**src/rtl/irq_arb_pkg.sv**
```systemverilog
package irq_arb_pkg;

    localparam int MAX_SRC   = 112;
    localparam int SEL_W     = 7;
    localparam int TRAP_W    = 8;
    localparam int TRAP_BASE = 16;

    // Field order matches register bits 8..0.
    typedef struct packed {
        logic       gx;     // group extension (bit 8)
        logic       pend;   // pending flag    (bit 7)
        logic       ena;    // enable          (bit 6)
        logic [3:0] lvl;    // priority level  (bits 5:2)
        logic [1:0] grp;    // low group field (bits 1:0)
    } irq_ctl_t;

    localparam int CTL_W = $bits(irq_ctl_t);

    // Ranking key: level above group extension above low group.
    function automatic logic [6:0] rank_key(irq_ctl_t c);
        return {c.lvl, c.gx, c.grp};
    endfunction

endpackage

```
**src/rtl/irq_ctl_reg.sv**
```systemverilog
module irq_ctl_reg
    import irq_arb_pkg::*;
(
    input  logic     clk,
    input  logic     rst_n,
    input  logic     wr_en,
    input  irq_ctl_t wr_val,
    input  logic     hw_set,
    input  logic     ack_clr,
    output irq_ctl_t ctl_q
);

    irq_ctl_t ctl_d;

    always_comb begin
        ctl_d = ctl_q;
        if (wr_en) begin
            ctl_d = wr_val;
        end else if (ack_clr) begin
            ctl_d.pend = 1'b0;
        end
        if (hw_set) begin
            ctl_d.pend = 1'b1;
        end
    end

    always_ff @(posedge clk or negedge rst_n) begin
        if (!rst_n) ctl_q <= '0;
        else        ctl_q <= ctl_d;
    end

    // a hardware request always lands
    a_r10_set_wins: assert property (@(posedge clk) disable iff (!rst_n)
        hw_set |=> ctl_q.pend);

    // acknowledge alone clears the flag
    a_r9_ack_clears: assert property (@(posedge clk) disable iff (!rst_n)
        (ack_clr && !hw_set && !wr_en) |=> !ctl_q.pend);

endmodule

```
**src/rtl/irq_win_sel.sv**
```systemverilog
module irq_win_sel
    import irq_arb_pkg::*;
#(
    parameter int N_SRC = 16,
    localparam int IDX_W = (N_SRC > 1) ? $clog2(N_SRC) : 1
)(
    input  logic                  clk,
    input  logic                  rst_n,
    input  irq_ctl_t [N_SRC-1:0]  ctl,
    output logic                  win_vld,
    output logic [IDX_W-1:0]      win_idx,
    output logic [3:0]            win_lvl
);

    logic [6:0] best_key;

    always_comb begin
        win_vld  = 1'b0;
        win_idx  = '0;
        best_key = '0;
        for (int i = 0; i < N_SRC; i++) begin
            if (ctl[i].ena && ctl[i].pend) begin
                // strict compare keeps the lowest index on a full tie
                if (!win_vld || rank_key(ctl[i]) > best_key) begin
                    win_vld  = 1'b1;
                    win_idx  = IDX_W'(i);
                    best_key = rank_key(ctl[i]);
                end
            end
        end
        win_lvl = best_key[6:3];
    end

    // the chosen source is live, R11: disabled sources never win
    a_r7_pick_live: assert property (@(posedge clk) disable iff (!rst_n)
        win_vld |-> (ctl[win_idx].ena && ctl[win_idx].pend));

endmodule

```
**src/rtl/irq_prio_arb.sv**
```systemverilog
module irq_prio_arb
    import irq_arb_pkg::*;
#(
    parameter int N_SRC = 16,
    localparam int IDX_W = (N_SRC > 1) ? $clog2(N_SRC) : 1
)(
    input  logic               clk,
    input  logic               rst_n,
    input  logic [N_SRC-1:0]   src_set,
    input  logic [SEL_W-1:0]   reg_sel,
    input  logic               reg_wr,
    input  logic [15:0]        reg_wdata,
    output logic [15:0]        reg_rdata,
    input  logic               glb_en,
    input  logic [3:0]         cpu_lvl,
    input  logic               cpu_ack,
    output logic               irq_req,
    output logic [TRAP_W-1:0]  irq_trap,
    output logic               wake
);

    irq_ctl_t [N_SRC-1:0] ctl_q;
    logic                 win_vld;
    logic [IDX_W-1:0]     win_idx;
    logic [3:0]           win_lvl;
    logic [N_SRC-1:0]     live;

    for (genvar i = 0; i < N_SRC; i++) begin : g_src
        logic wr_hit;
        logic ack_hit;
        assign wr_hit  = reg_wr && (reg_sel == SEL_W'(i));
        assign ack_hit = irq_req && cpu_ack && (win_idx == IDX_W'(i));
        assign live[i] = ctl_q[i].ena && ctl_q[i].pend;

        irq_ctl_reg u_reg (
            .clk     (clk),
            .rst_n   (rst_n),
            .wr_en   (wr_hit),
            .wr_val  (irq_ctl_t'(reg_wdata[CTL_W-1:0])),
            .hw_set  (src_set[i]),
            .ack_clr (ack_hit),
            .ctl_q   (ctl_q[i])
        );
    end

    irq_win_sel #(.N_SRC(N_SRC)) u_sel (
        .clk     (clk),
        .rst_n   (rst_n),
        .ctl     (ctl_q),
        .win_vld (win_vld),
        .win_idx (win_idx),
        .win_lvl (win_lvl)
    );

    always_comb begin
        reg_rdata = '0;
        for (int i = 0; i < N_SRC; i++) begin
            if (reg_sel == SEL_W'(i)) reg_rdata = {{(16-CTL_W){1'b0}}, ctl_q[i]};
        end
    end

    assign wake     = |live;
    assign irq_req  = win_vld && glb_en && (win_lvl > cpu_lvl);
    assign irq_trap = TRAP_W'(TRAP_BASE) + TRAP_W'(win_idx);

    // anything taken must also wake the CPU
    a_r3_req_implies_wake: assert property (@(posedge clk) disable iff (!rst_n)
        irq_req |-> wake);

    // trap number lies above the reserved range and inside the source set
    a_r8_trap_range: assert property (@(posedge clk) disable iff (!rst_n)
        irq_req |-> (irq_trap >= TRAP_W'(TRAP_BASE)) && (irq_trap < TRAP_W'(TRAP_BASE + N_SRC)));

    // a level-0 source is never reported as taken
    a_r6_no_level0: assert property (@(posedge clk) disable iff (!rst_n)
        irq_req |-> (ctl_q[win_idx].lvl != 4'd0));

    // reserved read bits stay zero
    a_r2_upper_zero: assert property (@(posedge clk) disable iff (!rst_n)
        reg_rdata[15:CTL_W] == '0);

endmodule

```
**config.mk**
```make
export PLATFORM = sky130hd
export DESIGN_NAME = irq_prio_arb
export DESIGN_NICKNAME = d
export VERILOG_FILES = /design/src/rtl/irq_arb_pkg.sv /design/src/rtl/irq_ctl_reg.sv /design/src/rtl/irq_win_sel.sv /design/src/rtl/irq_prio_arb.sv
export SDC_FILE = /design/constraint.sdc
export NUM_CORES = 1
export LEC_CHECK = 0
export BUFFER_PORTS_ARGS = -buffer_cell sky130_fd_sc_hd__buf_2
export CORE_ASPECT_RATIO = 1.5
export CORE_MARGIN = 2
export CORE_UTILIZATION = 35
export CTS_BUF_LIST = sky130_fd_sc_hd__clkbuf_8
export CTS_CLUSTER_SIZE = 40
export DETAILED_ROUTE_END_ITERATION = 16
export SYNTH_ARGS = -nofsm -noshare
export SYNTH_HDL_FRONTEND = slang
export SYNTH_HIERARCHICAL = 1
export SYNTH_SLANG_ARGS = --single-unit
export TNS_END_PERCENT = 100
```
**constraint.sdc**
```tcl
create_clock -name clk -period 56.1 [get_ports clk]
set_clock_uncertainty 0.15 [all_clocks]
set_input_delay 5.61 -clock clk [delete_from_list [all_inputs] [get_ports clk]]
set_output_delay 5.61 -clock clk [all_outputs]
set_load 0.02 [all_outputs]
```
# Word level (Yosys, flattened, before mapping)
# Index checks and enable logic that the tools add are counted.
# word_totals
register_bits	144
inputBits	48
# classes
addsub	1
magnitude_cmp	16
n_eq_ne	30
n_mux	156
reduce_logical	100
# op_table
op	count
16-bit 2-to-1 mux	15
7-bit 2-to-1 mux	31
4-bit 2-to-1 mux	29
7-bit > comparator	15
1-bit 2-to-1 mux	80
7-bit by 4-bit equality test with 1-bit output (second input constant)	8
1-bit logical AND	51
3-bit nonzero test	16
4-bit equality test (second input constant)	8
7-bit by 3-bit equality test with 1-bit output (second input constant)	4
4-bit by 3-bit equality test with 1-bit output (second input constant)	4
16-bit OR reduction	1
1-bit zero test	15
1-bit logical OR	15
7-bit by 2-bit equality test with 1-bit output (second input constant)	2
9-bit 2-to-1 mux	1
4-bit by 2-bit equality test with 1-bit output (second input constant)	2
7-bit by 1-bit equality test with 1-bit output (second input constant)	1
7-bit zero test	1
5-bit by 4-bit adder with 6-bit output (first input constant)	1
4-bit by 1-bit equality test with 1-bit output (second input constant)	1
4-bit > comparator	1
4-bit zero test	1

# Depth between registers and ports, before layout
# logic_depth
word_depth	69
mapped_depth	167
mapped_depth_nobuf	151

# By module
# The synthesis kept the hierarchy.
# by_module_without_submodules
mod	n_inst	cells_each	area_per_inst_um2	seq_area_each_um2
irq_ctl_reg	16	21	372.9	225.2
irq_win_sel	1	677	4774.6	0.0
irq_prio_arb	1	294	2054.5	0.0

# Worst setup path after synthesis
# No wires, ideal clock.
# synth_timing
path_kind	register -> output
from	register, netlist name g_src[0].u_reg/ctl_q[6]
to	output port irq_req
arrival_ps	26951
slack_ps	23389
path_stages_with_launch	160
path_buffers	16
path_cell_list	dfrtp_1 -> and2_1 -> buf_2 -> nand2_1 -> ha_1 -> and4_1 -> a21boi_1 -> o2111a_2 -> clkbuf_1 -> nor2_1 -> a21o_1 -> inv_1 -> ha_1 -> a211o_1 -> a211o_1 -> o21ai_2 -> clkbuf_1 -> nor2_1 -> (+124 left out) -> a21oi_1 -> nor2b_1 -> o21ai_0 -> nand2b_1 -> a21oi_1 -> a41oi_1 -> o21bai_1 -> buf_1 -> mux2_2 -> a41o_1 -> inv_1 -> ha_1 -> nor2b_1 -> o21a_1 -> o21a_1 -> o2111ai_1 -> clkbuf_1 -> inv_1
# synth_via
elab_chain_len	64
elab_cells_between_ends	111
cone_classes	16 x order compare; 62 x mux; 33 x reduce/logical
# synth_rtl
element	line	text
1-bit logical AND (*)	irq_win_sel.sv:22	if (ctl[i].ena && ctl[i].pend) begin
7-bit 2-to-1 mux / 1-bit 2-to-1 mux (equally long branches)	irq_win_sel.sv:22	
7-bit > comparator / 1-bit zero test (equally long branches)	irq_win_sel.sv:24	if (!win_vld || rank_key(ctl[i]) > best_key) begin
1-bit logical OR	irq_win_sel.sv:24	
7-bit 2-to-1 mux / 1-bit 2-to-1 mux (equally long branches)	irq_win_sel.sv:24	
7-bit 2-to-1 mux / 1-bit 2-to-1 mux (equally long branches)	irq_win_sel.sv:22	
7-bit > comparator / 1-bit zero test (equally long branches)	irq_win_sel.sv:24	
1-bit logical OR	irq_win_sel.sv:24	
(+49 left out)	n/a	
7-bit 2-to-1 mux / 1-bit 2-to-1 mux (equally long branches)	irq_win_sel.sv:22	
7-bit > comparator / 1-bit zero test (equally long branches)	irq_win_sel.sv:24	
1-bit logical OR	irq_win_sel.sv:24	
7-bit 2-to-1 mux	irq_win_sel.sv:24	
7-bit 2-to-1 mux (*)	irq_win_sel.sv:22	
net win_lvl[0]	irq_prio_arb.sv:25	logic [3:0] win_lvl;
4-bit > comparator (*)	irq_prio_arb.sv:63	assign irq_req = win_vld && glb_en && (win_lvl > cpu_lvl);
1-bit logical AND (*)	irq_prio_arb.sv:63	
to (decl)	irq_prio_arb.sv:17	output logic irq_req,
# Mark *: on every way through the listed nets, which the timed path passes. The rest lies on a longest branch.

# Worst setup path after layout
# layout_timing
from	register, netlist name g_src[0].u_reg/ctl_q[7]
to	output port irq_req
# layout_via
elab_chain_len	64
elab_cells_between_ends	111
cone_classes	16 x order compare; 62 x mux; 33 x reduce/logical
# layout_rtl
element	line
1-bit logical AND (*)	irq_win_sel.sv:22
7-bit 2-to-1 mux / 1-bit 2-to-1 mux (equally long branches)	irq_win_sel.sv:22
7-bit > comparator / 1-bit zero test (equally long branches)	irq_win_sel.sv:24
1-bit logical OR	irq_win_sel.sv:24
7-bit 2-to-1 mux / 1-bit 2-to-1 mux (equally long branches)	irq_win_sel.sv:24
7-bit 2-to-1 mux / 1-bit 2-to-1 mux (equally long branches)	irq_win_sel.sv:22
7-bit > comparator / 1-bit zero test (equally long branches)	irq_win_sel.sv:24
1-bit logical OR	irq_win_sel.sv:24
(+49 left out)	n/a
7-bit 2-to-1 mux / 1-bit 2-to-1 mux (equally long branches)	irq_win_sel.sv:22
7-bit > comparator / 1-bit zero test (equally long branches)	irq_win_sel.sv:24
1-bit logical OR	irq_win_sel.sv:24
7-bit 2-to-1 mux	irq_win_sel.sv:24
7-bit 2-to-1 mux (*)	irq_win_sel.sv:22
net win_lvl[0]	irq_prio_arb.sv:25
4-bit > comparator (*)	irq_prio_arb.sv:63
1-bit logical AND (*)	irq_prio_arb.sv:63
# Marks and branches as above.

==> metrics.md <==
| Metric | Value |
|---|---|
| Status | finished clean |
| Clk sinks | 144 |
| Die Span Y | 238.2 um |
| Worst-path maximum fanout | 20 |
| # hold bufs at CTS | 0 |
| # Post-CTS Setup Buffers | 0 |
| Routed via count | 10540 |
| Leakage Power | 6.162 nW |
| Total track usage | 22.38% |
| Overall routed net length | 42590 um |
| Clk_lat worst skew | 510 ps |
| Vias per cell | 5.756 |
| Slowest stage delay, CP | 700 ps |
| Sequential fraction of the synthesis area | 28.16% |
| #FFs+latches synth | 144 |
| Syn Inst Count | 1307 |
| Final setup violation count | 0 |
| Post-synth EDFFs | 0 |
| Register-to-register setup slack | 25200 ps |
| Die width | 160.1 um |
| Design area | 0.01376 sq mm |
| WP data arrival | 30990 ps |
| Share of post-route cells with drive strength above 1 | 23.96% |
| Cts repair resizes | 0 |
| I/O Buffers | 55 |
| Largest register FFs | 144 |
| Final #Nets | 1484 |
| Main synth FF type | dfrtp_1 |
| First-pass GRT wire length | 63950 um |
| Area added between synthesis and finish | 7.539% |
| GRT overflow | 0 |
| Placed inst area | 0.01340 sq mm |
| Starting DRC count in detailed routing | 705 |
| CTS buffer count | 17 |
| Min Tclk post-route | 36750 ps |
| Post-DRT Antenna Nets | 0 |
| Worst min path class | reg -> reg |
| Die area | 0.03813 sq mm |
| VDD IR max | 12.72 uV |
| Post-Syn Area | 0.01279 sq mm |
| CTS Buffer Depth | 2 |
| Reg with most FFs | g_src.u_reg/ctl_q |
| RSZ-0062 raised after global routing | false |
| Fmax achieved | 27.21 MHz |
| Slowest CP cell | o21bai_1 |
| Final hold vios | 0 |
| Post-synth top area share | 28.16% |
| TritonRoute pass-1 iters | 5 |
| Reg clk slew, reported paths | 100 ps |
| Data required, critical path | 50340 ps |
| Area contributors post-synth | dfrtp_1 28%, mux2_4 15%, ha_1 9.5% |
| Startpoint Class | flip-flop |
| Synth area leader | dfrtp_1 |
| Most frequent cell on the critical path | ha_1 |
| Largest net degree at the start of global routing | 75 |
| DP HPWL | 32550 um |
| Site Rows | 85 |
| Worst-Margin Slew | 1282 ps |
| Setup crit end kind | output port |
| Setup TNS | 0 ps |
| Slew margin rel. | 13.77% |
| Vias in the first global route | 10730 |
| Final period utilization | 65.50% |
| CTS tree | built |
| Fin cells | 1831 |
| Yosys warning count | 6 |
| H-tree depth | 4 |
| Largest registers | g_src.u_reg/ctl_q (144) |
| Placer Congestion | 0.8628 |
| Power per Cell Area | 31.50 mW/mm^2 |
| Core box area | 0.03595 sq mm |
| Placed cell count | 1798 |
| WL/cell | 23.26 um |
| Crit Path Category | reg -> out |
| Initial antenna violation count | 1 |
| DRC | 0 |
| Slew Limit Fails | 0 |
| Async SR Flop Fraction | 100.0% |
| Total of max-cap violations | 0 |
| Count of unique library cells instantiated by Yosys | 98 |
| Clock Tree Root | clkbuf_8 |
| # IOs | 74 |
| Starting Density | 35.59% |
| Syn_area_per_cell | 9.789 sq um |
[placed cells by master (no fill, tap or decap), drive strengths merged, types with 11 or more instances in the layout]
cell type and count:
mux2i 32, mux4 16, nand2 85, mux2 157, a211oi 13, nor2b 22
and2 13, or2 13, nor3 36, o21ai 82, nand2b 32, o31ai 15
clkbuf 18, o211ai 12, conb 11, buf 75, dfrtp 144, nand4 11
ha 97, inv 78, a21oi 90, nor2 81, o21a 18, a21o 15
nand3 33
[final cells by class]
cell class,instances,area (sq um)
diodes,1,2.502
clock buffers,18,247.7
clock inverters,14,108.9
fillers,3704,22190
inverters,74,277.8
multi-input cells,1027,8489
flip-flops and latches,144,3603
well taps,478,598.1
repair buffers,75,431.7
[Yosys cell counts (8+ instances only)]
library cell	number
nor3_1	35
a211oi_1	10
ha_1	97
o21a_1	18
mux4_2	15
o21ai_1	16
nand2b_1	30
nor2b_1	22
mux2_4	130
o211ai_1	10
buf_6	18
nand3_1	33
and3_1	8
and2_1	12
nand2_1	85
o31ai_1	14
nor2_1	80
buf_1	8
nand4_1	11
mux2_2	27
clkbuf_1	16
a21oi_1	89
inv_1	72
mux2i_1	31
a31oi_1	9
buf_2	17
o22ai_1	9
or2_2	8
o21ai_0	62
or3_1	8
a21o_1	15
dfrtp_1	144
buf_4	12
[worst paths after layout]
check	to	startpoint	depth (start not counted)
setup / recovery	irq_req	g_src[0].u_reg/ctl_q[7]	148
hold / removal	g_src[3].u_reg/ctl_q[0]	g_src[3].u_reg/ctl_q[0]	1
setup reg to reg	g_src[6].u_reg/ctl_q[7]	g_src[0].u_reg/ctl_q[7]	147
hold reg to reg	g_src[3].u_reg/ctl_q[0]	g_src[3].u_reg/ctl_q[0]	1
max in group asynchronous	g_src[9].u_reg/ctl_q[5]	rst_n	2
min in group asynchronous	g_src[14].u_reg/ctl_q[7]	rst_n	1
[stage by stage]
stage / worst slack [ps] / hold WS (ps) / utilization (%) / power, mW
floorplan: 23390 / 344.1 / - / 0.2925
global placement: 20800 / 370.7 / 37.28 / 0.3497
detailed placement: 20340 / 370.7 / 37.28 / 0.3551
CTS: 19720 / 404.1 / 38.27 / 0.4324
global route: 17010 / 420.8 / 38.28 / 0.4615
finish: 19350 / 404.6 / 38.28 / 0.4335
[power by group]
group / switching [mW] / total, mW / leakage (nW) / internal, mW
sequential: 0.0131 / 0.125 / 1.88 / 0.112
combinational: 0.135 / 0.232 / 4.10 / 0.0969
clock: 0.0447 / 0.0768 / 0.179 / 0.0321
total: 0.193 / 0.433 / 6.16 / 0.241
[worst max-delay path, delay by kind of cell (launching register included)]
kind | cells | cell delay [ps]
compound gates | 66 | 14750
fa+ha+maj | 16 | 4320
mux | 7 | 2340
flops | 1 | 530
buf+inv | 15 | 1620
simple gates | 44 | 6820
[metal layers]
metal	wire length, um	global-route usage, %	vias to the layer above
li1	-	-	4886
met1	15430	22.50	5169
met2	21780	40.99	340
met3	1350	2.642	145
met4	4034	19.03	0
met5	0	0	-
[logic make-up after synthesis]
kind of cell / synth area share (%)
AO/OA/AOI/OAI: 18.57
adder cells (fa/ha/maj): 9.486
multiplexers: 23.01
buffers and inverters: 5.828
XOR/XNOR: 0.6748
flip-flops: 28.16
AND/OR/NAND/NOR: 14.21
other: 0.05870
Note: power is estimated with default switching activity, not from simulation.
